<file path="config.mk">
export PLATFORM = sky130hd
export DESIGN_NAME = adc_seq_ctrl
export DESIGN_NICKNAME = d
export VERILOG_FILES = /design/src/rtl/adc_seq_pkg.sv /design/src/rtl/adc_busy_sync.sv /design/src/rtl/adc_interval_timer.sv /design/src/rtl/adc_result_reg.sv /design/src/rtl/adc_seq_ctrl.sv
export SDC_FILE = /design/constraint.sdc
export NUM_CORES = 1
export LEC_CHECK = 0
export BUFFER_PORTS_ARGS = -buffer_cell sky130_fd_sc_hd__buf_2
export CAP_MARGIN = 25
export CELL_PAD_IN_SITES_DETAIL_PLACEMENT = 0
export CELL_PAD_IN_SITES_GLOBAL_PLACEMENT = 2
export CORE_ASPECT_RATIO = 0.8
export CORE_UTILIZATION = 36
export CTS_BUF_LIST = sky130_fd_sc_hd__clkbuf_4 sky130_fd_sc_hd__clkbuf_8
export DETAILED_ROUTE_END_ITERATION = 10
export PLACE_DENSITY_LB_ADDON = 0.1
export SETUP_SLACK_MARGIN = 0.5
export SLEW_MARGIN = 20
export SYNTH_ARGS = -nofsm -noshare
export SYNTH_HDL_FRONTEND = slang
export SYNTH_HIERARCHICAL = 1
export SYNTH_SLANG_ARGS = --single-unit
export TNS_END_PERCENT = 5
</file>
<file path="constraint.sdc">
create_clock -name clk -period 3.6 [get_ports clk]
set_input_delay 0.54 -clock clk [delete_from_list [all_inputs] [get_ports clk]]
set_output_delay 0.54 -clock clk [all_outputs]
set_load 0.03 [all_outputs]
</file>
<file path="src/rtl/adc_seq_pkg.sv">
// Package: shared state encoding and elaboration-time helpers for the
// conversion sequencer. Assumes picosecond parameters fit in a 32-bit int.
package adc_seq_pkg;

    typedef enum logic [3:0] {
        S_IDLE  = 4'd0,
        S_CSSET = 4'd1,
        S_START = 4'd2,
        S_CONV  = 4'd3,
        S_READ  = 4'd4,
        S_GAP   = 4'd5,
        S_PDSET = 4'd6,
        S_PD    = 4'd7,
        S_WAKE  = 4'd8
    } seq_state_e;

    // Round a picosecond minimum up to whole clock cycles, never below one.
    function automatic int ceil_cyc(input int ps, input int clk_ps);
        int c;
        c = (ps + clk_ps - 1) / clk_ps;
        return (c < 1) ? 1 : c;
    endfunction

    // Larger of two integers.
    function automatic int max2(input int a, input int b);
        return (a > b) ? a : b;
    endfunction

endpackage

</file>
<file path="src/rtl/adc_busy_sync.sv">
// Module: brings the converter's asynchronous busy status into the clock
// domain through a chain of flops. Assumes STAGES >= 1; the reset value
// matches the idle (not busy) level.
module adc_busy_sync #(
    parameter int   STAGES  = 2,
    parameter logic RST_VAL = 1'b1
) (
    input  logic clk,
    input  logic rst_n,
    input  logic din,
    output logic dout
);

    logic [STAGES-1:0] chain;

    generate
        if (STAGES == 1) begin : g_single
            // Single-flop variant: sample the pin once.
            always_ff @(posedge clk) begin
                if (!rst_n) chain <= RST_VAL;
                else        chain <= din;
            end
        end else begin : g_multi
            // Multi-flop variant: shift the pin through the chain.
            always_ff @(posedge clk) begin
                if (!rst_n) chain <= {STAGES{RST_VAL}};
                else        chain <= {chain[STAGES-2:0], din};
            end
        end
    endgenerate

    assign dout = chain[STAGES-1];

endmodule

</file>
<file path="src/rtl/adc_interval_timer.sv">
// Module: down-counter that enforces a minimum spacing between sequence
// starts. Loading sets the count so that done returns exactly CYC cycles
// after the load. Assumes the caller loads only while done is high.
module adc_interval_timer #(
    parameter int CYC = 157
) (
    input  logic clk,
    input  logic rst_n,
    input  logic load,
    output logic done
);

    localparam int W = $clog2(CYC + 1);

    logic [W-1:0] cnt;

    // Reload on request, otherwise count down to zero and stop.
    always_ff @(posedge clk) begin
        if (!rst_n)          cnt <= '0;
        else if (load)       cnt <= W'(CYC - 1);
        else if (cnt != '0)  cnt <= cnt - 1'b1;
    end

    assign done = (cnt == '0);

    AST_TMR_LOAD_WHEN_DONE: assert property (@(posedge clk) disable iff (!rst_n)
        load |-> done);

endmodule

</file>
<file path="src/rtl/adc_result_reg.sv">
// Module: holds the last captured sample and raises a one-cycle valid
// pulse on each capture. Assumes capture lasts a single cycle.
module adc_result_reg #(
    parameter int DATA_W = 12
) (
    input  logic              clk,
    input  logic              rst_n,
    input  logic              capture,
    input  logic [DATA_W-1:0] din,
    output logic [DATA_W-1:0] dout,
    output logic              valid
);

    // Latch the bus word and flag it for one cycle.
    always_ff @(posedge clk) begin
        if (!rst_n) begin
            dout  <= '0;
            valid <= 1'b0;
        end else begin
            valid <= capture;
            if (capture) dout <= din;
        end
    end

    AST_RES_SINGLE_PULSE: assert property (@(posedge clk) disable iff (!rst_n)
        valid |=> !valid);

endmodule

</file>
<file path="src/rtl/adc_seq_ctrl.sv">
// Module: top-level conversion sequencer for a parallel-output sampling
// converter. It accepts sample requests, selects the part, pulses start,
// waits for busy to complete, strobes the read line and returns the word.
// It also handles power-down entry and exit. Assumptions: one converter;
// busy is asynchronous and is synchronised here; all pin timing is derived
// from picosecond minimums at CLK_PS; the pin outputs are registered.
module adc_seq_ctrl
    import adc_seq_pkg::*;
#(
    parameter int DATA_W        = 12,
    parameter int CLK_PS        = 8000,
    parameter int CS_SETUP_PS   = 10000,
    parameter int START_LOW_PS  = 50000,
    parameter int RD_LOW_PS     = 45000,
    parameter int BUS_REL_PS    = 40000,
    parameter int CONV_GAP_PS   = 40000,
    parameter int MODE_SETUP_PS = 10000,
    parameter int WAKE_PS       = 200000,
    parameter int PERIOD_PS     = 1250000,
    parameter int TIMEOUT_CYC   = 320,
    parameter int SYNC_STAGES   = 2
) (
    input  logic              clk,
    input  logic              rst_n,
    input  logic              req_valid,
    output logic              req_ready,
    input  logic              pd_req,
    input  logic              pd_nap,
    output logic              res_valid,
    output logic [DATA_W-1:0] res_data,
    output logic              timeout_err,
    output logic              adc_cs_n,
    output logic              adc_start_n,
    output logic              adc_rd_n,
    input  logic              adc_busy_n,
    input  logic [DATA_W-1:0] adc_data,
    output logic              adc_shdn_n,
    output logic              adc_napslp
);

    localparam int CS_CYC     = ceil_cyc(CS_SETUP_PS, CLK_PS);
    localparam int START_CYC  = ceil_cyc(START_LOW_PS, CLK_PS);
    localparam int RD_CYC     = ceil_cyc(RD_LOW_PS, CLK_PS);
    localparam int GAP_CYC    = max2(ceil_cyc(BUS_REL_PS, CLK_PS),
                                     ceil_cyc(CONV_GAP_PS, CLK_PS));
    localparam int MODE_CYC   = ceil_cyc(MODE_SETUP_PS, CLK_PS);
    localparam int WAKE_CYC   = ceil_cyc(WAKE_PS, CLK_PS);
    localparam int PERIOD_CYC = ceil_cyc(PERIOD_PS, CLK_PS);
    localparam int PH_MAX     = max2(max2(CS_CYC, START_CYC),
                                     max2(max2(RD_CYC, GAP_CYC),
                                          max2(MODE_CYC, WAKE_CYC)));
    localparam int PH_W       = $clog2(PH_MAX + 1);
    localparam int CONV_W     = $clog2(TIMEOUT_CYC + 1);

    seq_state_e        state, state_nx;
    logic [PH_W-1:0]   ph_cnt, ph_len_nx;
    logic [CONV_W-1:0] conv_cnt;
    logic              seen_low;
    logic              busy_s;
    logic              tmr_done;
    logic              accept;
    logic              conv_done;
    logic              timeout_hit;
    logic              capture;
    logic              entering;

    adc_busy_sync #(
        .STAGES  (SYNC_STAGES),
        .RST_VAL (1'b1)
    ) u_busy_sync (
        .clk   (clk),
        .rst_n (rst_n),
        .din   (adc_busy_n),
        .dout  (busy_s)
    );

    adc_interval_timer #(
        .CYC (PERIOD_CYC)
    ) u_rate (
        .clk   (clk),
        .rst_n (rst_n),
        .load  (accept),
        .done  (tmr_done)
    );

    adc_result_reg #(
        .DATA_W (DATA_W)
    ) u_result (
        .clk     (clk),
        .rst_n   (rst_n),
        .capture (capture),
        .din     (adc_data),
        .dout    (res_data),
        .valid   (res_valid)
    );

    // Handshake and phase-completion terms.
    always_comb begin
        req_ready   = (state == S_IDLE) && tmr_done && !pd_req;
        accept      = req_valid && req_ready;
        conv_done   = (state == S_CONV) && seen_low && busy_s;
        timeout_hit = (state == S_CONV) && !(seen_low && busy_s)
                      && (conv_cnt == CONV_W'(TIMEOUT_CYC - 1));
        capture     = (state == S_READ) && (ph_cnt == '0);
        entering    = (state_nx != state);
    end

    // Next-state decision for the sequencer.
    always_comb begin
        state_nx = state;
        unique case (state)
            S_IDLE:  if (pd_req)              state_nx = S_PDSET;
                     else if (accept)         state_nx = S_CSSET;
            S_CSSET: if (ph_cnt == '0)        state_nx = S_START;
            S_START: if (ph_cnt == '0)        state_nx = S_CONV;
            S_CONV:  if (conv_done)           state_nx = S_READ;
                     else if (timeout_hit)    state_nx = S_GAP;
            S_READ:  if (ph_cnt == '0)        state_nx = S_GAP;
            S_GAP:   if (ph_cnt == '0)        state_nx = S_IDLE;
            S_PDSET: if (ph_cnt == '0)        state_nx = S_PD;
            S_PD:    if (!pd_req)             state_nx = S_WAKE;
            S_WAKE:  if (ph_cnt == '0)        state_nx = S_IDLE;
            default:                          state_nx = S_IDLE;
        endcase
    end

    // Length of the phase being entered, minus one.
    always_comb begin
        unique case (state_nx)
            S_CSSET: ph_len_nx = PH_W'(CS_CYC - 1);
            S_START: ph_len_nx = PH_W'(START_CYC - 1);
            S_READ:  ph_len_nx = PH_W'(RD_CYC - 1);
            S_GAP:   ph_len_nx = PH_W'(GAP_CYC - 1);
            S_PDSET: ph_len_nx = PH_W'(MODE_CYC - 1);
            S_WAKE:  ph_len_nx = PH_W'(WAKE_CYC - 1);
            default: ph_len_nx = '0;
        endcase
    end

    // State register and phase down-counter.
    always_ff @(posedge clk) begin
        if (!rst_n) begin
            state  <= S_IDLE;
            ph_cnt <= '0;
        end else begin
            state <= state_nx;
            if (entering)           ph_cnt <= ph_len_nx;
            else if (ph_cnt != '0)  ph_cnt <= ph_cnt - 1'b1;
        end
    end

    // Conversion wait bookkeeping: elapsed cycles and busy-low observation.
    always_ff @(posedge clk) begin
        if (!rst_n) begin
            conv_cnt <= '0;
            seen_low <= 1'b0;
        end else if (entering && state_nx == S_CONV) begin
            conv_cnt <= '0;
            seen_low <= 1'b0;
        end else if (state == S_CONV) begin
            conv_cnt <= conv_cnt + 1'b1;
            if (!busy_s) seen_low <= 1'b1;
        end
    end

    // Registered converter control pins, decoded from the next state.
    always_ff @(posedge clk) begin
        if (!rst_n) begin
            adc_cs_n    <= 1'b1;
            adc_start_n <= 1'b1;
            adc_rd_n    <= 1'b1;
            adc_shdn_n  <= 1'b1;
        end else begin
            adc_cs_n    <= !(state_nx inside {S_CSSET, S_START, S_CONV, S_READ});
            adc_start_n <= (state_nx != S_START);
            adc_rd_n    <= (state_nx != S_READ);
            adc_shdn_n  <= (state_nx != S_PD);
        end
    end

    // Mode select: loaded from pd_nap when power-down setup begins.
    always_ff @(posedge clk) begin
        if (!rst_n)                            adc_napslp <= 1'b1;
        else if (entering && state_nx == S_PDSET) adc_napslp <= pd_nap;
    end

    // Sticky timeout flag, cleared by the next accepted request.
    always_ff @(posedge clk) begin
        if (!rst_n)           timeout_err <= 1'b0;
        else if (accept)      timeout_err <= 1'b0;
        else if (timeout_hit) timeout_err <= 1'b1;
    end

    AST_START_UNDER_CS: assert property (@(posedge clk) disable iff (!rst_n)
        !adc_start_n |-> !adc_cs_n);
    AST_READ_AFTER_BUSY: assert property (@(posedge clk) disable iff (!rst_n)
        $fell(adc_rd_n) |-> $past(busy_s));
    AST_RD_UNDER_CS: assert property (@(posedge clk) disable iff (!rst_n)
        !adc_rd_n |-> !adc_cs_n);
    AST_RESULT_AFTER_READ: assert property (@(posedge clk) disable iff (!rst_n)
        $rose(res_valid) |-> $past(!adc_rd_n));
    AST_NO_READY_UNDER_CS: assert property (@(posedge clk) disable iff (!rst_n)
        !adc_cs_n |-> !req_ready);
    AST_MODE_HELD_IN_PD: assert property (@(posedge clk) disable iff (!rst_n)
        !adc_shdn_n |-> $stable(adc_napslp));
    AST_NO_READY_IN_PD: assert property (@(posedge clk) disable iff (!rst_n)
        !adc_shdn_n |-> (!req_ready && adc_cs_n));
    AST_ERR_FROM_CONV: assert property (@(posedge clk) disable iff (!rst_n)
        $rose(timeout_err) |-> $past(state == S_CONV));

endmodule

</file>
======== Word-level counts from Yosys, hierarchy flattened ========
Cells that the tools add are included.
word-level totals
  register bits after elaboration ......... 48
  bits of input ports ..................... 18
  output and inout bits ................... 20
  logic and storage cells ................. 83
cells by class
  add/sub/neg operators ................... 3
  equal/unequal tests ..................... 20
  muxes and demuxes ....................... 16
  bitwise logic cells ..................... 2
  reduce and logical (&&, ||, !) cells .... 27
operator list
  operator                                                                  number
  4-bit 2-to-1 mux                                                          10
  4-bit case mux with 8 select lines                                        1
  4-bit by 3-bit == test with 1-bit output (second input constant)          7
  5-bit case mux with 5 select lines                                        1
  4-bit by 2-bit == test with 1-bit output (second input constant)          4
  8-bit 2-to-1 mux                                                          2
  1-bit logical AND                                                         11
  5-bit 2-to-1 mux                                                          2
  9-bit by 1-bit adder with 9-bit output (second input constant)            1
  9-bit == test (second input constant)                                     1
  4-bit by 1-bit == test with 1-bit output (second input constant)          2
  4-bit == test (second input constant)                                     2
  8-bit zero test                                                           1
  4-bit by 3-bit inequality test with 1-bit output (second input constant)  2
  8-bit nonzero test                                                        1
  2-bit OR reduction                                                        4
  8-bit by 1-bit subtractor with 8-bit output (second input constant)       1
  5-bit zero test                                                           1
  5-bit nonzero test                                                        1
  5-bit by 1-bit subtractor with 5-bit output (second input constant)       1
  4-bit zero test                                                           1
  4-bit by 2-bit inequality test with 1-bit output (second input constant)  1
  4-bit inequality test                                                     1
  2-bit nonzero test                                                        2
  4 further kinds                                                           7

======== Logic depth before layout (Yosys ltp) ========
  word-level depth ........................ 11
  depth in mapped cells ................... 13
  gate-level depth less buffers ........... 10

======== Cells and area by module ========
The synthesis kept the hierarchy.
modules (own cells, without submodules)
  module              times used  cells an instance  area each (um^2)  sequential area each (um^2)
  adc_seq_ctrl        1           162                1440.1            500.5
  adc_result_reg      1           41                 498.0             260.2
  adc_interval_timer  1           49                 429.2             160.2
  adc_busy_sync       1           4                  52.6              40.0

======== Worst setup path before layout ========
No wires, ideal clock.
  kind .................................... register to register
  from .................................... register u_rate.cnt[0]
  to ...................................... register conv_cnt[0]
  library setup time ...................... 115 ps
  data arrival time ....................... 2714 ps
  data required time ...................... 3485 ps
  setup slack ............................. 772 ps
  cell stages (with the launch flop) ...... 14
  buffers on the path ..................... 3
  period minus slack after synthesis ...... 2828 ps
  cells stage by stage .................... dfxtp_1 inv_1 ha_1 nand2b_1 clkbuf_1 nor3_1 and3b_1 and2_1 clkbuf_1 o41a_1 o22ai_4 a41o_1 buf_6 nor2_1
between the ends
  word-level cells in the longest chain between the ends .. 10
  elaborated cells between the ends (all ways) .. 11
  classes of those cells .................. eq/ne: 2; mux: 3; reduce/logical: 6
ends and longest elaborated chain
  item                                                                                      line                                      RTL
  start: declaration                                                                        adc_interval_timer.sv:15                  logic [W-1:0] cnt;
  start signal: assignment                                                                  adc_interval_timer.sv:20                  else if (load) cnt <= W'(CYC - 1);
  start signal: assignment                                                                  adc_interval_timer.sv:21                  else if (cnt != '0) cnt <= cnt - 1'b1;
  8-bit zero test (*)                                                                       adc_interval_timer.sv:24                  assign done = (cnt == '0);
  via tmr_done                                                                              adc_seq_ctrl.sv:60                        logic tmr_done;
  1-bit logical AND (*) (2 in a row)                                                        adc_seq_ctrl.sv:99                        req_ready = (state == S_IDLE) && tmr_done && !pd_req;
  via req_ready                                                                             adc_seq_ctrl.sv:26                        output logic req_ready,
  1-bit logical AND (*)                                                                     adc_seq_ctrl.sv:100                       accept = req_valid && req_ready;
  via accept                                                                                adc_seq_ctrl.sv:61                        logic accept;
  4-bit 2-to-1 mux (*)                                                                      adc_seq_ctrl.sv:113                       else if (accept) state_nx = S_CSSET;
  4-bit 2-to-1 mux (*)                                                                      adc_seq_ctrl.sv:112                       S_IDLE: if (pd_req) state_nx = S_PDSET;
  4-bit case mux with 8 select lines (*)                                                    adc_seq_ctrl.sv:111                       unique case (state)
  4-bit inequality test / 4-bit by 2-bit == test with 1-bit output (equally long branches)  adc_seq_ctrl.sv:105, adc_seq_ctrl.sv:157
  1-bit logical AND (*)                                                                     adc_seq_ctrl.sv:157                       end else if (entering && state_nx == S_CONV) begin
  2-bit OR reduction (no source line) (*)                                                   -
  end signal: assignment                                                                    adc_seq_ctrl.sv:161                       conv_cnt <= conv_cnt + 1'b1;
  end: declaration                                                                          adc_seq_ctrl.sv:57                        logic [CONV_W-1:0] conv_cnt;
Mark *: on every way through the listed nets, which the timed path passes. The rest lies on a longest branch.
A chain may end at the register's enable or synchronous reset.

======== Worst setup path after layout ========
  from .................................... register u_rate.cnt[0]
  to ...................................... register conv_cnt[2]
between the ends
  word-level cells in the longest chain between the ends .. 10
  elaborated cells between the ends (all ways) .. 11
  classes of those cells .................. eq/ne: 2; mux: 3; reduce/logical: 6
ends and longest elaborated chain
  item                                                                                      line
  8-bit zero test (*)                                                                       adc_interval_timer.sv:24
  via tmr_done                                                                              adc_seq_ctrl.sv:60
  1-bit logical AND (*) (2 in a row)                                                        adc_seq_ctrl.sv:99
  1-bit logical AND (*)                                                                     adc_seq_ctrl.sv:100
  4-bit 2-to-1 mux (*)                                                                      adc_seq_ctrl.sv:113
  4-bit 2-to-1 mux (*)                                                                      adc_seq_ctrl.sv:112
  4-bit case mux with 8 select lines (*)                                                    adc_seq_ctrl.sv:111
  4-bit inequality test / 4-bit by 2-bit == test with 1-bit output (equally long branches)  adc_seq_ctrl.sv:105, adc_seq_ctrl.sv:157
  1-bit logical AND (*)                                                                     adc_seq_ctrl.sv:157
  2-bit OR reduction (no source line) (*)                                                   -
Marked as above.

==> results.sh <==
export IMPL_grt_busiest_layer="met1"
export IMPL_ys_warn_count=6
export IMPL_place_area_sq_mm=0.00263
export IMPL_dp_cells=365
export IMPL_yosysSeqAreaShare=0.397
export IMPL_cts_buffers=5
export IMPL_wl_um=4990
export IMPL_htree_levels=2
export IMPL_dpl_hpwl_um=3590
export IMPL_rsz0062_at_grt="false"
export IMPL_slew_headroom=0.609
export IMPL_use_met2=0.221
export IMPL_drv_cap=0
export IMPL_fin_nets=310
export IMPL_die_area_sq_mm=0.00706
export IMPL_first_pass_iters=4
export IMPL_syn_to_final_growth_pct=13.5
export IMPL_place_gp_congestion=0.733
export IMPL_wl_per_cell_um=13.4
export IMPL_synth_edf_count=0
export IMPL_cts_tree="yes"
export IMPL_num_vias=1893
export IMPL_fin_worst_skew_ns=0.00699
export IMPL_synth_cell_types=63
export IMPL_root_buffer="clkbuf_8"
export IMPL_setup_viol=0
export IMPL_critPathRequiredTime_ns=3.79
export IMPL_cts_sinks=48
export IMPL_ant_nets=0
export IMPL_antenna_found_initial=0
export IMPL_post_route_min_period_ns=2.87
export IMPL_grt_overflow=0
export IMPL_yosys_most_used_dff="dfxtp_1"
export IMPL_syn_num_nets=278
export IMPL_drive_gt1_frac=0.225
export IMPL_syn_area_sq_mm=0.00242
export IMPL_io_pins=38
export IMPL_cp_start_kind="flip-flop"
export IMPL_cts_hold_buf=0
export IMPL_rrSetupSlack_ns=0.73
export IMPL_clkTransAtPathRegs_ns=0.09
export IMPL_worstSetupEndpointType="flip-flop"
export IMPL_cts_max_path_buffers=2
export IMPL_antenna_cells=0
export IMPL_hold_violations=0
export IMPL_ys_seq_elements=48
export IMPL_core_sq_mm=0.00644
export IMPL_drcViolationCount=0
export IMPL_rows=26
export IMPL_p_leak_nw=1.08
export IMPL_clk_latency_ns=0.30
export IMPL_hp_class="flip-flop to flip-flop"
export IMPL_syn_mean_instance_area_sq_um=9.45
export IMPL_grt_util_met3=0.0349
export IMPL_die_y_um=75.3
export IMPL_tightestPinTransition_ns=0.585
export IMPL_post_route_cell_area_sq_mm=0.00275
export IMPL_track_usage=0.152
export IMPL_max_vdd_ir_drop_v=0.000277
export IMPL_fmax_mhz=349
export IMPL_synthArstFlopShare=0
export IMPL_dr_first_iter_drc_count=80
export IMPL_die_w_um=93.7
export IMPL_fillCellCount=669
export IMPL_maxSlewViolCount=0
export IMPL_crit_type="flip-flop to flip-flop"
export IMPL_status="finished, final reports clean"
export IMPL_grt_pass1_wl_um=8410
export IMPL_routed_via_density=5.08
export IMPL_grt_pass1_vias=1737
export IMPL_syn_inst=256
export IMPL_path_max_fanout=10
export IMPL_grt_max_degree=27
export IMPL_stdcell_count=373
export IMPL_p_per_area_mw_per_mm2=821
export IMPL_initial_utilization=0.376
export IMPL_arrival_ns=3.06
export IMPL_tns_ns=0
export IMPL_port_buffers=37
export IMPL_met1_usage=0.226
export IMPL_period_share=0.797
==> kinds of logic after synthesis <==
logic type,count (synthesis),synth area share
AOI/OAI and AO/OA,48,0.169
xor gates and xnor gates,11,0.0398
adders and majority gates,4,0.0207
buffers and inverters,26,0.0605
DFF,48,0.397
muxes,15,0.0631
and+or+nand+nor,104,0.250
==> report_power, final <==
group | internal (mW) | total, mW | switching, mW
clock network | 0.206 | 0.393 | 0.187
registers | 0.635 | 0.739 | 0.103
logic | 0.474 | 1.12 | 0.649
total | 1.32 | 2.25 | 0.939
==> worst max-delay path, stage by stage, from the launching register on <==
cell and delay, ns:
dfxtp_1 0.36, inv_1 0.07, ha_1 0.24, nand2b_1 0.24
nor3_1 0.13, and3b_1 0.20, and2_1 0.28, o41a_1 0.50
o22ai_4 0.30, a41o_2 0.37, nor2_1 0.07
==> routing by layer <==
metal,vias to the layer above,part of all wire,wire [um]
met5,-,0,0
met4,0,0.0060,30
met3,2,0.042,208
met2,32,0.41,2070
met1,873,0.54,2680
li1,986,-,-
==> final timing paths <==
| check | from | to | cells past startpoint |
|---|---|---|---|
| worst max-delay path | u_rate/cnt[0] | conv_cnt[2] | 10 |
| worst min-delay path | u_busy_sync/chain[0] | u_busy_sync/chain[1] | 1 |
| worst max register to register | u_rate/cnt[0] | conv_cnt[2] | 10 |
| worst min register to register | u_busy_sync/chain[0] | u_busy_sync/chain[1] | 1 |
==> Yosys cell counts (4+ instances only) <==
cell      count  area, sq um
nand2_1      13         48.8
mux2i_1      13          130
nand2b_1      5         31.3
dfxtp_1      48          961
nor3_1        7         35.0
nand3_1       7         35.0
ha_1          4         50.1
or3_1         5         31.3
nor4_1        5         31.3
o21ai_0       4         20.0
and2_1        5         31.3
nor2_1       21         78.8
clkbuf_1      5         18.8
a21oi_1      10         50.1
buf_2         4         20.0
inv_1        11         41.3
xor2_1        8         70.1
nor2b_1      16          100
o21a_1        4         30.0
nand4_1       5         31.3
==> registers in the layout, summed over array words and instances, names as in the netlist <==
name / flops
adc_cs_n: 1
conv_cnt: 9
state: 4
adc_shdn_n: 1
seen_low: 1
adc_rd_n: 1
adc_napslp: 1
ph_cnt: 5
u_busy_sync/chain: 2
u_result/dout: 12
u_result/valid: 1
adc_start_n: 1
u_rate/cnt: 8
timeout_err: 1
==> cells in the final DEF (no fill, tap or decap), types with 4 or more instances in the layout <==
cell      count
nor3_1        7
nor2b_1      16
buf_2        37
or3_1         5
dfxtp_1      48
inv_1        11
o21ai_0       4
clkbuf_8      5
nor4_1        4
ha_1          4
a21oi_1      10
mux2i_1      13
nor2_1       21
xor2_1        8
nand2b_1      5
nand3_1       7
nand2_1      13
o21a_1        4
nand4_1       5
and2_1        5
==> final cells by class <==
class,instances,area (sq um),share of cell area
clock inverter,3,42.5,0.0155
tap,84,105,0.0383
timing repair buffer,40,208,0.0756
sequential,48,961,0.350
multi-input combinational,182,1320,0.481
inverter,11,41.3,0.0150
clock buffer,5,68.8,0.0251
==> metrics by stage <==
step	hold WS (ns)	power [mW]	util	worst slack (ns)
after floorplan	0.386	1.69	-	0.772
after CTS	0.410	2.27	0.426	0.623
after global placement	0.393	1.89	0.409	0.692
after detailed placement	0.392	1.87	0.409	0.655
final	0.413	2.25	0.426	0.732
after global routing	0.420	2.44	0.426	0.539
==> what timing repair did <==
action                                 4_1_cts  5_1_grt
setup endpoints to repair                    0       10
buffers inserted                             0        0
gates resized for setup                      0        1
endpoints found under the hold margin        0        0
Power figures use the tool's default switching activity.
